--- config.mk ---
export PLATFORM = sky130hd
export DESIGN_NAME = spi_sclk_prescaler
export DESIGN_NICKNAME = d
export VERILOG_FILES = /design/src/rtl/spi_psc_pkg.sv /design/src/rtl/spi_psc_compact_dec.sv /design/src/rtl/spi_psc_scaled_dec.sv /design/src/rtl/spi_psc_half_split.sv /design/src/rtl/spi_psc_tick_gen.sv /design/src/rtl/spi_sclk_prescaler.sv
export SDC_FILE = /design/constraint.sdc
export NUM_CORES = 1
export LEC_CHECK = 0
export CAP_MARGIN = 10
export CORE_ASPECT_RATIO = 2
export CORE_UTILIZATION = 50
export CTS_CLUSTER_DIAMETER = 200
export DETAILED_ROUTE_END_ITERATION = 7
export PLACE_DENSITY = 0.73
export SYNTH_ARGS = -nofsm -noshare
export SYNTH_HDL_FRONTEND = slang
export SYNTH_SLANG_ARGS = --single-unit
--- constraint.sdc ---
create_clock -name clk_i -period 3.7 [get_ports clk_i]
set_input_delay 0.555 -clock clk_i [delete_from_list [all_inputs] [get_ports clk_i]]
set_output_delay 0.555 -clock clk_i [all_outputs]
set_load 0.01 [all_outputs]
--- src/rtl/spi_psc_pkg.sv ---
package spi_psc_pkg;

   // Encoding selected by the mode input
   typedef enum logic {
      PSC_ENC_COMPACT = 1'b0,
      PSC_ENC_SCALED  = 1'b1
   } psc_enc_e;

   // Half of the serial-clock period currently being timed
   typedef enum logic {
      PSC_HALF_LEAD  = 1'b0,
      PSC_HALF_TRAIL = 1'b1
   } psc_half_e;

endpackage

--- src/rtl/spi_psc_compact_dec.sv ---
// Compact encoding: code = base + divisor/2, codes below a floor map to a fixed divisor.
module spi_psc_compact_dec #(
   parameter int CODE_W    = 5,
   parameter int DIV_W     = 11,
   parameter int BASE      = 16,
   parameter int MIN_CODE  = 18,
   parameter int FLOOR_DIV = 4
) (
   input  logic [CODE_W-1:0] code_i,
   output logic [DIV_W-1:0]  div_o
);

   logic [DIV_W-1:0] half_div;
   logic             below_floor;

   assign below_floor = (code_i < CODE_W'(MIN_CODE));
   assign half_div    = DIV_W'(code_i) - DIV_W'(BASE);

   always_comb begin
      if (below_floor) begin
         div_o = DIV_W'(FLOOR_DIV);
      end else begin
         div_o = half_div << 1;
      end
   end

endmodule

--- src/rtl/spi_psc_scaled_dec.sv ---
// Scaled encoding: mantissa shifted left by a power-of-two exponent, with a lower clamp.
module spi_psc_scaled_dec #(
   parameter int MANT_W  = 4,
   parameter int EXP_W   = 3,
   parameter int DIV_W   = 11,
   parameter int MIN_DIV = 2
) (
   input  logic [MANT_W-1:0] mant_i,
   input  logic [EXP_W-1:0]  exp_i,
   output logic [DIV_W-1:0]  div_o
);

   logic [DIV_W-1:0] stage [EXP_W+1];

   assign stage[0] = DIV_W'(mant_i);

   // One barrel-shifter stage per exponent bit
   for (genvar s = 0; s < EXP_W; s++) begin : g_shift
      assign stage[s+1] = exp_i[s] ? (stage[s] << (1 << s)) : stage[s];
   end

   always_comb begin
      if (stage[EXP_W] < DIV_W'(MIN_DIV)) begin
         div_o = DIV_W'(MIN_DIV);
      end else begin
         div_o = stage[EXP_W];
      end
   end

endmodule

--- src/rtl/spi_psc_half_split.sv ---
// Splits a divisor into leading (rounded up) and trailing (rounded down) half lengths,
// expressed as terminal counter values.
module spi_psc_half_split #(
   parameter int DIV_W = 11,
   parameter int CNT_W = 10
) (
   input  logic [DIV_W-1:0] div_i,
   output logic [CNT_W-1:0] last_lead_o,
   output logic [CNT_W-1:0] last_trail_o
);

   logic [DIV_W:0]   div_up;
   logic [CNT_W-1:0] lead_len;
   logic [CNT_W-1:0] trail_len;

   assign div_up       = {1'b0, div_i} + {{DIV_W{1'b0}}, 1'b1};
   assign lead_len     = CNT_W'(div_up >> 1);
   assign trail_len    = CNT_W'(div_i >> 1);
   assign last_lead_o  = lead_len - CNT_W'(1);
   assign last_trail_o = trail_len - CNT_W'(1);

endmodule

--- src/rtl/spi_psc_tick_gen.sv ---
// Half-period counter producing the tick and the half indicator.
module spi_psc_tick_gen
   import spi_psc_pkg::*;
#(
   parameter int CNT_W = 10
) (
   input  logic             clk_i,
   input  logic             rst_ni,
   input  logic             run_i,
   input  logic [CNT_W-1:0] last_lead_i,
   input  logic [CNT_W-1:0] last_trail_i,
   output logic             tick_o,
   output logic             half_o
);

   logic [CNT_W-1:0] cnt_q;
   psc_half_e        half_q;
   logic             tick_q;
   logic [CNT_W-1:0] last_sel;

   assign last_sel = (half_q == PSC_HALF_TRAIL) ? last_trail_i : last_lead_i;

   always_ff @(posedge clk_i or negedge rst_ni) begin
      if (!rst_ni) begin
         cnt_q  <= '0;
         half_q <= PSC_HALF_LEAD;
         tick_q <= 1'b0;
      end else if (!run_i) begin
         cnt_q  <= '0;
         half_q <= PSC_HALF_LEAD;
         tick_q <= 1'b0;
      end else if (cnt_q == last_sel) begin
         cnt_q  <= '0;
         half_q <= (half_q == PSC_HALF_LEAD) ? PSC_HALF_TRAIL : PSC_HALF_LEAD;
         tick_q <= 1'b1;
      end else begin
         cnt_q  <= cnt_q + CNT_W'(1);
         tick_q <= 1'b0;
      end
   end

   assign tick_o = tick_q;
   assign half_o = (half_q == PSC_HALF_TRAIL);

endmodule

--- src/rtl/spi_sclk_prescaler.sv ---
// Top level: field decode, configuration capture while idle, half-period tick generation.
module spi_sclk_prescaler
   import spi_psc_pkg::*;
#(
   parameter int FIELD_W       = 8,
   parameter int MANT_W        = 4,
   parameter int EXP_W         = 3,
   parameter int EXP_LO_POS    = 4,
   parameter int EXP_HI_POS    = 6,
   parameter int CODE_W        = 5,
   parameter int CODE_BASE     = 16,
   parameter int CODE_MIN      = 18,
   parameter int CODE_FLOOR    = 4,
   parameter int SCALED_MIN    = 2,
   parameter int RESET_DIV     = 4,
   parameter bit HAS_COMPACT   = 1'b1,
   parameter bit HAS_SCALED    = 1'b1,
   localparam int DIV_W        = MANT_W + (1 << EXP_W) - 1,
   localparam int CNT_W        = DIV_W - 1
) (
   input  logic               clk_i,
   input  logic               rst_ni,
   input  logic               run_i,
   input  logic               ext_mode_i,
   input  logic [FIELD_W-1:0] psc_field_i,
   output logic               tick_o,
   output logic               half_o,
   output logic [DIV_W-1:0]   div_o
);

   // Elaboration-time parameter checks
   if (!(HAS_COMPACT || HAS_SCALED)) begin : g_err_variant
      $error("spi_sclk_prescaler: at least one encoding must be enabled");
   end
   if (EXP_W < 2) begin : g_err_exp_w
      $error("spi_sclk_prescaler: exponent needs at least two bits");
   end
   if (EXP_HI_POS + EXP_W - 1 > FIELD_W || EXP_LO_POS >= FIELD_W || MANT_W > FIELD_W) begin : g_err_layout
      $error("spi_sclk_prescaler: scaled field layout exceeds field width");
   end
   if (CODE_W > FIELD_W) begin : g_err_code_w
      $error("spi_sclk_prescaler: compact code wider than field");
   end
   if (SCALED_MIN < 2 || CODE_FLOOR < 2 || RESET_DIV < 2) begin : g_err_min
      $error("spi_sclk_prescaler: divisors below 2 cannot form two half periods");
   end
   if (2 * ((1 << CODE_W) - 1 - CODE_BASE) >= (1 << DIV_W)) begin : g_err_compact_range
      $error("spi_sclk_prescaler: compact divisor range exceeds divisor width");
   end

   logic [DIV_W-1:0] dec_div;
   logic [DIV_W-1:0] act_div_q;
   logic [CNT_W-1:0] last_lead;
   logic [CNT_W-1:0] last_trail;
   logic             unused_inputs;

   // Bits that some encodings leave out (e.g. the gap between exponent fields)
   assign unused_inputs = ^{psc_field_i, ext_mode_i};

   // Decoder variant selection
   if (HAS_COMPACT && HAS_SCALED) begin : g_both
      logic [DIV_W-1:0] compact_div;
      logic [DIV_W-1:0] scaled_div;
      logic [EXP_W-1:0] exp_bits;
      psc_enc_e         enc;

      assign exp_bits = {psc_field_i[EXP_HI_POS +: EXP_W-1], psc_field_i[EXP_LO_POS]};
      assign enc      = psc_enc_e'(ext_mode_i);

      spi_psc_compact_dec #(
         .CODE_W   (CODE_W),
         .DIV_W    (DIV_W),
         .BASE     (CODE_BASE),
         .MIN_CODE (CODE_MIN),
         .FLOOR_DIV(CODE_FLOOR)
      ) u_compact (
         .code_i(psc_field_i[CODE_W-1:0]),
         .div_o (compact_div)
      );

      spi_psc_scaled_dec #(
         .MANT_W (MANT_W),
         .EXP_W  (EXP_W),
         .DIV_W  (DIV_W),
         .MIN_DIV(SCALED_MIN)
      ) u_scaled (
         .mant_i(psc_field_i[MANT_W-1:0]),
         .exp_i (exp_bits),
         .div_o (scaled_div)
      );

      assign dec_div = (enc == PSC_ENC_SCALED) ? scaled_div : compact_div;
   end else if (HAS_SCALED) begin : g_scaled_only
      logic [EXP_W-1:0] exp_bits;
      assign exp_bits = {psc_field_i[EXP_HI_POS +: EXP_W-1], psc_field_i[EXP_LO_POS]};

      spi_psc_scaled_dec #(
         .MANT_W (MANT_W),
         .EXP_W  (EXP_W),
         .DIV_W  (DIV_W),
         .MIN_DIV(SCALED_MIN)
      ) u_scaled (
         .mant_i(psc_field_i[MANT_W-1:0]),
         .exp_i (exp_bits),
         .div_o (dec_div)
      );
   end else begin : g_compact_only
      spi_psc_compact_dec #(
         .CODE_W   (CODE_W),
         .DIV_W    (DIV_W),
         .BASE     (CODE_BASE),
         .MIN_CODE (CODE_MIN),
         .FLOOR_DIV(CODE_FLOOR)
      ) u_compact (
         .code_i(psc_field_i[CODE_W-1:0]),
         .div_o (dec_div)
      );
   end

   // Configuration capture: follows the field only while the divider is stopped
   always_ff @(posedge clk_i or negedge rst_ni) begin
      if (!rst_ni) begin
         act_div_q <= DIV_W'(RESET_DIV);
      end else if (!run_i) begin
         act_div_q <= dec_div;
      end
   end

   spi_psc_half_split #(
      .DIV_W(DIV_W),
      .CNT_W(CNT_W)
   ) u_split (
      .div_i       (act_div_q),
      .last_lead_o (last_lead),
      .last_trail_o(last_trail)
   );

   spi_psc_tick_gen #(
      .CNT_W(CNT_W)
   ) u_tick (
      .clk_i       (clk_i),
      .rst_ni      (rst_ni),
      .run_i       (run_i),
      .last_lead_i (last_lead),
      .last_trail_i(last_trail),
      .tick_o      (tick_o),
      .half_o      (half_o)
   );

   assign div_o = act_div_q;

endmodule

==> results.md, run 1 <==
- CTS tree: built
- Max-cap violations: 0
- GPL Wtd Cong: 0.8648
- Worst path required time: 3820 ps
- EDFF count, synth: 0
- Tot GR Track Use: 25.25%
- Max transition margin: 31.17%
- Antenna violations before repair: 0
- Avg Vias per Cell: roughly 6
- Worst Path Max Fanout: 10
- TNS Setup: 0 ps
- Commonest non-fill, non-tap cells in the layout: nand2_1 (25), clkdlybuf4s50_1 (23), dfrtp_1 (22)
- Post-layout nets: 266
- Highest Clock Rate: about 310 MHz
- Crit path capture type: flip-flop
- Pwr Total: 670.3 uW
- Fill cells: 388
- Critical path arrival: around 3400 ps
- Clock buffer depth: 2
- Hold WC Path Type: reg -> reg
- Num CTS Buffers: 3
- CP Class: reg -> reg
- Hold Fails Final Rpt: 0
- Mapped cell area: 2009 sq um
- Worst Tran Pin Value: just over 1000 ps
- Post-route cell area: 2286 sq um
- CTS H-tree depth: 1
- Post-cts resize count: 0
- Largest net degree at the start of global routing: 25
- Asr flop ratio synth: 100.0%
- Sink Count: 23
- P&R area growth vs syn: 13.76%
- Vias: roughly 1800
- Outcome: finished clean
- Synth Net Count: 252
- Period utilisation layout: around 88%
- CP max stage delay: 670 ps
- Final wirelength: 4.833 mm
- Starting density of the core: 52.28%
- Postcts setup bufs: 0
- First-pass DRT Iterations: 4
- Detailed Place HPWL: 3.879 mm
- Slew Limit Fails: 0
- Worst path cell trace: ha_1 > nor2b_1 > xnor2_1 > ha_1 > inv_1 > or3_1 > xnor2_1 > nand4b_1 > a2111oi_4 > nor3_1
- First-pass GRT wire length: 8.024 mm
- Die outline height: around 92 um
- Power per cell area: 293.2 nW/um^2
- DRT iter0 DRCs: 21
- PortBufs: 23
- Startpoint types: flip-flop
- ANT cells: 0
- Unrepaired setup endpoints after global routing: false
- Final min period: 3242 ps
- Leak Pwr: about 0.00088 uW
- Setup Skew: between 8 and 9 ps
- Wire per inst: 16.06 um
- Register area share after synthesis: 28.70%
- Yosys warns: 0
- Synth Register Bits: 23
- Main synth FF type: dfrtp_1
- Row count: 32
- Buffers & Inverters on Critical Path: 1
- Syn_area_per_cell: 8.479 sq um
- GR Overflow Total: 0
- CORE AREA: ~3800 sq um
- DRC viols: 0
- CTS Hold Bufs: 0
- Commonest non-fill, non-tap cell in the layout: nand2_1
- CP delay by family, top: simple AND/OR/NAND/NOR gates
- Root buffer cell: clkbuf_8
- I/O pin total: 25
- Antenna-violating nets left: 0
- Clock Latency Late Sink: 270 ps
- Layout cell share with drive strength beyond 1: 6.400%
- Yosys cell types: 53
- Final setup violation count: 0
- Dpl cell area: 2240 sq um
- Reg clk slew, reported paths: 80 ps
- Crit-path slowest cell: a2111oi_4
- Synth Instances: 237
- VDD IR max: 277.5 uV
- Vias in the first global route: around 1900
- Die X: 46.83 um
- Die ar.: about 4300 sq um
cell usage after synthesis, drive strengths merged, types with 2 or more instances:
library cell | instances | area (sq um)
o311a | 2 | 20.02
o221ai | 2 | 17.52
nor3b | 3 | 22.52
buf | 5 | 33.78
nand3 | 10 | 50.05
nand4 | 5 | 31.28
inv | 6 | 22.52
xor2 | 12 | 105.1
a2111oi | 3 | 57.56
nor2b | 4 | 25.02
xnor2 | 15 | 131.4
o21ai | 12 | 60.06
nand3b | 2 | 15.01
or3 | 6 | 42.54
o31ai | 5 | 37.54
nand2 | 25 | 93.84
nor3 | 15 | 75.07
and2 | 3 | 18.77
clkbuf | 10 | 37.54
nor2 | 14 | 52.55
ha | 3 | 37.54
dfrtp | 22 | 550.5
nor4 | 3 | 18.77
mux2i | 4 | 40.04
o21a | 3 | 22.52
o22ai | 3 | 18.77
a211oi | 2 | 15.01
nand4b | 4 | 50.05
or4 | 3 | 22.52
a21oi | 10 | 50.05
nand2b | 3 | 18.77
power breakdown:
part	internal, uW	switching (uW)
clock	75.2	80.0
sequential	266	32.6
combinational	101	115
per-layer routing:
metal  GRT usage [%]  part of all wire [%]  vias up
li1                -                     -      895
met1           22.45                    34      874
met4           13.57                   4.3        0
met5               0                     0        -
met3           2.756                   1.7       16
met2           48.61                    60       38
flip-flops by register name, indices dropped and copies added, names as in the netlist:
name / flops
u_tick.half_o: 1
div_o: 11
u_tick.cnt_q: 10
u_tick.tick_o: 1
worst paths after layout:
kind	startpoint	end	slack (ps)	cells after the start
setup / recovery	div_o[1]$_DFFE_PN0N_	u_tick.cnt_q[2]$_DFF_PN0_	460	10
setup reg to reg	div_o[1]$_DFFE_PN0N_	u_tick.cnt_q[2]$_DFF_PN0_	460	10
max in group asynchronous	rst_ni	u_tick.cnt_q[3]$_DFF_PN0_	2230	1
hold reg to reg	div_o[10]$_DFFE_PN0N_	div_o[10]$_DFFE_PN0N_	590	2
min in group asynchronous	rst_ni	u_tick.cnt_q[2]$_DFF_PN0_	850	1
hold / removal	div_o[10]$_DFFE_PN0N_	div_o[10]$_DFFE_PN0N_	590	2
area by class of cell:
cell class,instances,area (sq um),area share (%)
Clock buffer,3,41.29,1.806
Sequential cell,23,576.8,25.23
Timing Repair Buffer,24,237.7,10.40
Inverter,6,22.52,0.9852
Tap cell,51,63.81,2.791
Clock inverter,1,5.005,0.2189
Multi-Input combinational cell,193,1339,58.57
kinds of logic (layout without fill, tap and decap cells):
group / count (synthesis) / count (layout) / synth area share, %
compound gates: 52 / 52 / 20.24
fa+ha+maj: 3 / 3 / 1.868
xor+xnor: 28 / 28 / 12.95
flops: 23 / 23 / 28.71
mux: 4 / 4 / 1.993
buf+inv: 21 / 34 / 4.670
simple gates: 106 / 106 / 29.58
worst register-to-register path, stage by stage (launching register included):
cell and delay [ps]:
dfrtp_1 470, ha_1 340, nor2b_1 220, xnor2_1 140, ha_1 200, inv_1 70, or3_1 400, xnor2_1 260
nand4b_1 200, a2111oi_4 670, nor3_1 140
metrics by stage:
stage               instances  setup slack (ps)  hold WS (ps)  util (%)
global placement          297             525.3         568.4     58.27
finish                    301             457.8         585.5     59.47
global route              301             173.1         630.3     59.47
detailed placement        297             477.1         561.8     58.27
CTS                       301             424.3         581.0     59.47
floorplan                 237             860.9         259.4         -
Note: power is estimated with default switching activity, not from simulation.
==> run 2, diff against run 1 <==
--- a/config.mk
+++ b/config.mk
@@ -5,7 +5,6 @@
 export SDC_FILE = /design/constraint.sdc
 export NUM_CORES = 1
 export LEC_CHECK = 0
-export CAP_MARGIN = 10
 export CORE_ASPECT_RATIO = 2
 export CORE_UTILIZATION = 50
 export CTS_CLUSTER_DIAMETER = 200
==> results of run 2 <==
No change in the layout: final DEF, timing and power equal those of run 1.
